===== config.mk =====
export PLATFORM = sky130hd
export DESIGN_NAME = pirq_rate_gen
export DESIGN_NICKNAME = d
export VERILOG_FILES = /design/src/rtl/pirq_pkg.sv /design/src/rtl/pirq_rate_decode.sv /design/src/rtl/pirq_restart_ctl.sv /design/src/rtl/pirq_period_cnt.sv /design/src/rtl/pirq_rate_gen.sv
export SDC_FILE = /design/constraint.sdc
export NUM_CORES = 1
export LEC_CHECK = 0
export BUFFER_PORTS_ARGS = -buffer_cell sky130_fd_sc_hd__buf_2
export CAP_MARGIN = 5
export CORE_UTILIZATION = 26
export CTS_BUF_LIST = sky130_fd_sc_hd__clkbuf_8
export CTS_CLUSTER_DIAMETER = 120
export CTS_CLUSTER_SIZE = 24
export DETAILED_ROUTE_END_ITERATION = 12
export PLACE_DENSITY = 0.47
export SETUP_SLACK_MARGIN = 0.1
export SLEW_MARGIN = 20
export SYNTH_ARGS = -nofsm -noshare
export SYNTH_HDL_FRONTEND = slang
export SYNTH_SLANG_ARGS = --single-unit

===== constraint.sdc =====
create_clock -name clk -period 2 [get_ports clk]
set_input_delay 0.2 -clock clk [delete_from_list [all_inputs] [get_ports clk]]
set_output_delay 0.2 -clock clk [all_outputs]
set_load 0.05 [all_outputs]

===== src/rtl/pirq_pkg.sv =====
// Shared types for the periodic interrupt rate generator.
// Assumes: one clock domain; all users import this package.
package pirq_pkg;

    // Control decisions handed from the restart logic to the counter.
    typedef struct packed {
        logic active;   // enable high and rate code non-zero
        logic restart;  // clear the schedule this cycle
    } pirq_ctl_t;

endpackage


===== src/rtl/pirq_rate_decode.sv =====
// Turns a rate code into the terminal count of the period counter.
// Code r >= 1 gives terminal 2^(r-1)-1. Code 0 is reported as invalid.
// Assumes: CNT_W >= maximum code - 1, so the terminal always fits.
module pirq_rate_decode #(
    parameter int RATE_W = 4,
    parameter int CNT_W  = (1 << RATE_W) - 1
) (
    input  logic [RATE_W-1:0] rate_i,
    output logic [CNT_W-1:0]  term_o,
    output logic              valid_o
);

    // Bit i of the terminal is set whenever i lies below r-1.
    for (genvar i = 0; i < CNT_W; i++) begin : g_term
        assign term_o[i] = (32'(rate_i) > (i + 1));
    end

    // A zero code turns periodic events off.
    assign valid_o = (rate_i != '0);

endmodule


===== src/rtl/pirq_restart_ctl.sv =====
// Decides when the period schedule is live and when it must restart.
// A restart follows a change of the rate code, or a register-B write
// with the enable bit set.
// Assumes: wr_b_i is one clock wide per register write.
module pirq_restart_ctl
    import pirq_pkg::*;
#(
    parameter int RATE_W = 4
) (
    input  logic              clk,
    input  logic              rst_n,
    input  logic [RATE_W-1:0] rate_i,
    input  logic              valid_i,
    input  logic              pie_i,
    input  logic              wr_b_i,
    output pirq_ctl_t         ctl_o
);

    logic [RATE_W-1:0] rate_q;

    // Holds last cycle's rate code so that changes can be detected.
    always_ff @(posedge clk) begin
        if (!rst_n) rate_q <= '0;
        else        rate_q <= rate_i;
    end

    // Combines enable, code validity and restart causes.
    always_comb begin
        ctl_o.active  = pie_i && valid_i;
        ctl_o.restart = (rate_i != rate_q) || (wr_b_i && pie_i);
    end

endmodule


===== src/rtl/pirq_period_cnt.sv =====
// Counts timebase ticks up to the terminal count and emits a registered
// one-cycle event on the tick that completes a period.
// Assumes: term_i is stable unless ctl_i.restart is raised with it.
module pirq_period_cnt
    import pirq_pkg::*;
#(
    parameter int CNT_W = 15
) (
    input  logic             clk,
    input  logic             rst_n,
    input  logic             tick_i,
    input  pirq_ctl_t        ctl_i,
    input  logic [CNT_W-1:0] term_i,
    output logic             evt_o
);

    logic [CNT_W-1:0] cnt_q;

    // Advances the period count on ticks and flags the terminal tick.
    always_ff @(posedge clk) begin
        if (!rst_n) begin
            cnt_q <= '0;
            evt_o <= 1'b0;
        end else begin
            evt_o <= 1'b0;
            if (!ctl_i.active || ctl_i.restart) begin
                cnt_q <= '0;
            end else if (tick_i) begin
                if (cnt_q == term_i) begin
                    cnt_q <= '0;
                    evt_o <= 1'b1;
                end else begin
                    cnt_q <= cnt_q + 1'b1;
                end
            end
        end
    end

    // the count never passes the selected terminal value.
    a_r2_cnt_in_range: assert property (@(posedge clk) disable iff (!rst_n)
        !ctl_i.restart |-> (cnt_q <= term_i));

    // a restart leaves the count at zero on the next cycle.
    a_r6_restart_clears: assert property (@(posedge clk) disable iff (!rst_n)
        ctl_i.restart |=> (cnt_q == '0));

    // a cycle without a tick never produces an event.
    a_r8_tick_needed: assert property (@(posedge clk) disable iff (!rst_n)
        !tick_i |=> !evt_o);

endmodule


===== src/rtl/pirq_rate_gen.sv =====
// Top of the periodic interrupt rate generator. It decodes the rate code,
// manages restarts and counts 32.768 kHz ticks. Each completed period
// gives one flag-set pulse and one interrupt request pulse.
// Assumes: tick_i is a one-clock strobe; the register file owns the flag.
module pirq_rate_gen
    import pirq_pkg::*;
#(
    parameter int RATE_W = 4
) (
    input  logic              clk,
    input  logic              rst_n,
    input  logic              tick_i,
    input  logic [RATE_W-1:0] rate_sel_i,
    input  logic              pie_i,
    input  logic              wr_b_i,
    output logic              flag_set_o,
    output logic              irq_o
);

    localparam int CNT_W = (1 << RATE_W) - 1;

    logic [CNT_W-1:0] term;
    logic             code_ok;
    pirq_ctl_t        ctl;
    logic             evt;

    pirq_rate_decode #(.RATE_W(RATE_W), .CNT_W(CNT_W)) u_decode (
        .rate_i  (rate_sel_i),
        .term_o  (term),
        .valid_o (code_ok)
    );

    pirq_restart_ctl #(.RATE_W(RATE_W)) u_restart (
        .clk     (clk),
        .rst_n   (rst_n),
        .rate_i  (rate_sel_i),
        .valid_i (code_ok),
        .pie_i   (pie_i),
        .wr_b_i  (wr_b_i),
        .ctl_o   (ctl)
    );

    pirq_period_cnt #(.CNT_W(CNT_W)) u_count (
        .clk    (clk),
        .rst_n  (rst_n),
        .tick_i (tick_i),
        .ctl_i  (ctl),
        .term_i (term),
        .evt_o  (evt)
    );

    // Flag-set pulse straight from the registered event.
    assign flag_set_o = evt;

    // Interrupt request pulse, suppressed whenever the enable is low.
    assign irq_o = evt && pie_i;

    // a zero rate code yields no flag pulse on the next cycle.
    a_r3_zero_code_quiet: assert property (@(posedge clk) disable iff (!rst_n)
        (rate_sel_i == '0) |=> !flag_set_o);

    // a low enable yields no flag pulse on the next cycle.
    a_r4_disabled_quiet: assert property (@(posedge clk) disable iff (!rst_n)
        !pie_i |=> !flag_set_o);

    // outputs are low in the cycle after a reset edge.
    a_r1_reset_quiet: assert property (@(posedge clk)
        !rst_n |=> (!flag_set_o && !irq_o));

endmodule


==> results of run 1 <==
[what timing repair did]
| action | 4_1_cts | 5_1_grt |
|---|---|---|
| setup endpoints to repair | 0 | 13 |
| setup buffers | 0 | 0 |
| resized for setup | 0 | 1 |
[area by class of cell]
| class | instances | area [um2] | share of cell area, % |
|---|---|---|---|
| Clock buffer | 3 | 41.3 | 2.74 |
| Multi-Input combinational cell | 120 | 823 | 54.7 |
| Inverter | 3 | 11.3 | 0.748 |
| Timing Repair Buffer | 21 | 145 | 9.64 |
| Sequential cell | 20 | 400 | 26.6 |
| Tap cell | 67 | 83.8 | 5.57 |
[kinds of logic (layout without fill, tap and decap cells)]
family / after synthesis / in the layout / share of synthesized area (%)
DFF: 20 / 20 / 30.8
xor gates and xnor gates: 20 / 20 / 13.5
and+or+nand+nor: 71 / 71 / 28.7
AOI/OAI and AO/OA: 27 / 27 / 18.9
buffers and inverters: 12 / 27 / 6.26
adders and majority gates: 1 / 1 / 0.963
muxes: 1 / 1 / 0.867
[layout by cell type, fill, tap and decap left out, drive strengths merged]
cell type	synthesis	layout
nor2	21	21
buf	7	21
dfxtp	20	20
nand2	19	19
xor2	11	11
xnor2	9	9
nor3	7	7
and2	6	6
nand3	6	6
a21oi	5	5
o21ai	5	5
and3	3	3
inv	3	3
clkbuf	2	3
o22ai	2	2
nand3b	2	2
o2111ai	2	2
a211oi	2	2
nand4	2	2
a21boi	2	2
a2111oi	2	2
o31ai	2	2
and4	1	1
mux2	1	1
and2b	1	1
a22o	1	1
or3	1	1
a211o	1	1
o21a	1	1
a32oi	1	1
nand4b	1	1
nor4	1	1
o211ai	1	1
ha	1	1
[state kept, by name, summed over array words and instances, names as in the netlist]
signal and flops:
u_count.cnt_q 15, u_restart.rate_q 4, u_count.evt_o 1
[per-layer routing]
metal | GRT usage (%) | share of wire, % | vias to the layer above
li1 | - | - | 555
met1 | 18.5 | 52 | 504
met2 | 19.3 | 45 | 11
met3 | 3.18 | 2.3 | 4
met4 | 4.14 | 0.76 | 0
met5 | 0 | 0 | -
[stage by stage]
stage	total power [uW]	cell area [um2]	hold slack, ns	setup slack [ns]
global route	790	1510	0.210	0.106
detailed placement	498	1460	0.468	0.00902
global placement	496	1460	0.464	0.00604
CTS	767	1500	0.196	0.196
floorplan	480	1300	0.327	0.180
finish	751	1510	0.200	0.234
[worst paths after layout]
check	end	cells past startpoint	slack [ns]
max	u_count.cnt_q[2]$_SDFFE_PP0P_	7	0.23
min	u_restart.rate_q[3]$_SDFF_PN0_	2	0.20
max reg2reg	u_count.cnt_q[2]$_SDFFE_PP0P_	7	0.23
min reg2reg	u_count.cnt_q[14]$_SDFFE_PP0P_	2	0.59
[report_power, final]
| group | switching (uW) | total (uW) | internal [uW] |
|---|---|---|---|
| Sequential | 1.96 | 404 | 402 |
| Combinational | 49.2 | 84.8 | 35.6 |
| Clock | 128 | 262 | 134 |
[cells in the mapped netlist, drive strengths merged, types with 2 or more instances]
library cell / number
nor2: 21
xnor2: 9
a21oi: 5
a211oi: 2
nand2: 19
nand3b: 2
and2: 6
xor2: 11
a2111oi: 2
o22ai: 2
nor3: 7
inv: 3
o2111ai: 2
clkbuf: 2
o31ai: 2
a21boi: 2
buf: 7
and3: 3
nand3: 6
o21ai: 5
nand4: 2
dfxtp: 20
==> run metrics, run 1 <==
Worst EP arrival roughly 1.9 ns; RSZ-0062 raised after global routing no; Die Ht about 73 um; Hold Path Class in2reg; CTS hold repair buffers 0; core area roughly 4800 um2; area leader, netlist dfxtp_1; slowest CP cell dfxtp_1; vias per cell 4.59; n_diodes 0; Final ANT Viol Nets 0; RePlAce Congestion between 0.8 and 0.9; Final Skew approximately 0.0067 ns; EDFF count, synth 0; initial antenna violation count 0; vias in the first global route approximately 1.1k; Routed wire per std cell approximately 13 um; Fmax around 570 MHz; H-tree levels 1; first-pass GRT wire length between 5000 and 6000 um; Non-Filler Instances 234; DIE AREA ~5300 um2; crit path from u_count.cnt_q[9]$_SDFFE_PP0P_; delay-heaviest family, CP compound AO/OA/AOI/OAI gates; Final Max Tran Viols 0; nets roughly 180; gr ovfl total 0; clock sink total 20; syn nets roughly 160; sum of buffers and inverters on the critical path 1; largest cells by area after synthesis dfxtp_1 (31%), xor2_1 (7.4%), xnor2_1 (6.1%), nand2_1 (5.5%), nor2_2 (4.8%); IO buf count 10; pin count of the biggest net entering global routing 16; Fillers around 530; DR pass1 iterations 4; hpwl dp between 2000 and 2500 um; Clock Path Buffers 2; Final Cycle Share approximately nine tenths; status completed; Synthesis Warnings 0; CP max stage delay about 0.37 ns; GRT Total Usage about an eighth; Initial Util ~27%; DRC viols 0; async set or reset register ratio after synthesis 0%; maximum capacitance violations 0; post-synthesis sequential area ratio between 30 and 40%; Starting DRT DRC Count between 40 and 50; vias between 1k and 1.5k; VDD IR max between 0.0002 and 0.0003 V; final WL 3020 um; Slew HR about 61%; Worst Setup Start Kind register; Synth-to-Final Area Change 15.9%; critical path class reg2reg; #FFs+latches synth 20; Die W a little over 70 um; clk_lat worst skew roughly 0.26 ns; top-area cell type share of the netlist area between 30 and 40%; PwrDens about 500 nW/um2; placed insts around 230; worst-margin pin slew 0.575 ns; Root Driver clkbuf_8; Top FF cell, synth dfxtp_1; crit path cell chain nand3b_1 > mux2_2 > o31ai_1 > o2111ai_2 > o31ai_4 > buf_12 > nor2_1; clk slew on worst S/H paths 0.07 ns; Final Setup Violations 0; Max FO, Critical Path 13; setup TNS 0 ns; clock buffer count from CTS 3; syn avg cell area 8.54 um2; crit path time final 1.77 ns; Crit path required time 2.15 ns; Crit. End Element register; Netlist cell types between 40 and 50; Lkg Pwr just under 0.0005 uW; HP Start rst_n; CTS tree built; # rows 25; reg2reg start u_count.cnt_q[9]$_SDFFE_PP0P_; post-layout util a little under a third; count of mapped cells out of synthesis between 150 and 200; I/O pin total 11; layout cell share with drive strength beyond 1 27.5%; Post-Syn Area 1300 um2; Final Hold Viols 0
(Power assumes the default switching activity.)
==> inputs of run 2 (changes only) <==
Settings changed: PLACE_DENSITY 0.47 to 0.5.
==> run 2 against run 1 <==
  * Register-to-register slack better by 0.03 ns
  * Wire length down 3.2%
  * Sequential share of layout area down 0.65 points
  * Final cell count up 2.1%
  * Via count up 4.3%
  * Critical endpoint is now u_count.cnt_q[3]$_SDFFE_PP0P_
  * Largest cell class unchanged
  * Largest power group unchanged
==> run metrics, run 2 (same netlist as run 1, synthesis figures left out) <==
RSZ-0062 raised after global routing no; Initial Util a little over a quarter; Root Driver clkbuf_8; reg2reg start u_count.cnt_q[9]$_SDFFE_PP0P_; first-pass GRT wire length between 4000 and 5000 um; gr ovfl total 0; Final Total Pwr a little over 800 uW; Crit path required time roughly 2.2 ns; flop-to-flop setup slack around 0.26 ns; DRC viols 0; slowest CP cell dfxtp_1; Synth-to-Final Area Change 18.8%; RePlAce Congestion between 0.8 and 0.9; dpl ws approximately 0.07 ns; clk_lat worst skew ~0.26 ns; crit path cell chain nand3b_1 > mux2_2 > o31ai_1 > o2111ai_1 > o31ai_4 > buf_12 > nor2_1; H-tree levels 1; Slew HR 58.2%; most common cell after layout, fill and taps aside dfxtp_1; VDD IR max between 0.0002 and 0.00025 V; reg2reg end u_count.cnt_q[3]$_SDFFE_PP0P_; design area 1540 um2; clk slew on worst S/H paths ~0.080 ns; Clock Path Buffers 2; # rows 25; GRT Total Usage about 12%; Metal-1 WL ~1400 um; vias in the first global route between 900 and 1k; Top reg by flops u_count.cnt_q; clock buffer count from CTS 3; setup bufs post-CTS 0; CTS tree built; DR pass1 iterations 4; initial antenna violation count 0; DIE AREA roughly 5300 um2; Routed wire per std cell around 12 um; fin worst setup slack between 0.2 and 0.3 ns; Worst Setup Start Kind register; n_diodes 0; nets ~180; crit path time final between 1.5 and 2 ns; I/O pin total 11; Final Cycle Share between 80% and 90%; clock sink total 20; Final Max Tran Viols 0; most frequent cells in the layout dfxtp_1 (20), nand2_1 (19), buf_4 (14); vias roughly 1.1k; hpwl dp roughly 2300 um; vias per cell approximately 4.7; Crit. End Element register; PwrDens ~520 nW/um2; Worst EP arrival ~1.9 ns; Die Ht between 70 and 80 um; max FFs per register 15; Final Hold Viols 0; CP max stage delay 0.37 ns; uppermost routed layer met4; hold depth 2; Fmax approximately 580 MHz; core area 4750 um2; layout cell share with drive strength beyond 1 around 29%; Die W 72.7 um; final WL just under 3000 um; Final Setup Violations 0; R2R depth 7; met3 wire length about 94 um; pin count of the biggest net entering global routing 17; status completed; Starting DRT DRC Count 81; post-layout util approximately 32%; Post-DP Area 1490 um2; Hold Path Class in2reg; worst-margin pin slew just over 0.6 ns; IO buf count 10; Hold Path Sink u_restart.rate_q[1]$_SDFF_PN0_; CTS resizes 0; setup TNS 0 ns; Routed met2 length ~1400 um; HP Start rst_n; Lkg Pwr 0.000517 uW; Final ANT Viol Nets 0; Max FO, Critical Path 13; critical path class reg2reg; CTS hold repair buffers 0; Top Registers u_count.cnt_q (15), u_restart.rate_q (4), u_count.evt_o (1); maximum capacitance violations 0; Final Skew about 0.0053 ns
[run 2: layer usage]
metal	vias up	GRT usage, %
li1	564	-
met1	531	17.0
met2	20	18.9
met3	5	1.66
met4	0	5.88
met5	-	0
[run 2: power breakdown]
part	switching (uW)	total (uW)	internal [uW]
registers	2.25	404	402
logic	49.5	89.8	40.3
clock network	138	313	175
[run 2: worst max path at each step]
stage                                       start                        endpoint  slack (ns)  cells past startpoint
finish              u_count.cnt_q[9]$_SDFFE_PP0P_   u_count.cnt_q[3]$_SDFFE_PP0P_        0.26                      7
global route        u_count.cnt_q[9]$_SDFFE_PP0P_   u_count.cnt_q[3]$_SDFFE_PP0P_        0.12                      7
CTS                 u_count.cnt_q[9]$_SDFFE_PP0P_   u_count.cnt_q[4]$_SDFFE_PP0P_        0.25                      7
detailed placement                  rate_sel_i[2]   u_count.cnt_q[4]$_SDFFE_PP0P_        0.07                      8
global placement                    rate_sel_i[2]   u_count.cnt_q[2]$_SDFFE_PP0P_        0.03                      8
floorplan           u_count.cnt_q[3]$_SDFFE_PP0P_  u_count.cnt_q[10]$_SDFFE_PP0P_        0.18                      8
[run 2: stage by stage]
step	cells	hold WS (ns)
finish	239	0.197
global route	239	0.204
CTS	239	0.195
detailed placement	235	0.470
global placement	235	0.464
floorplan	152	0.327
[run 2: critical path: cells and delay by family, from the launching register on]
kind | cells | cell delay [ns]
muxes | 1 | 0.27
DFF | 1 | 0.37
AOI/OAI and AO/OA | 3 | 0.58
buffers and inverters | 1 | 0.18
and+or+nand+nor | 2 | 0.22
[run 2: cell type report]
type                    instances  area (um2)
clock buffers                   4        55.1
fillers                       523        3210
inverters                       3        11.3
multi-input cells             120         817
flip-flops and latches         20         400
well taps                      67        83.8
repair buffers                 25         175
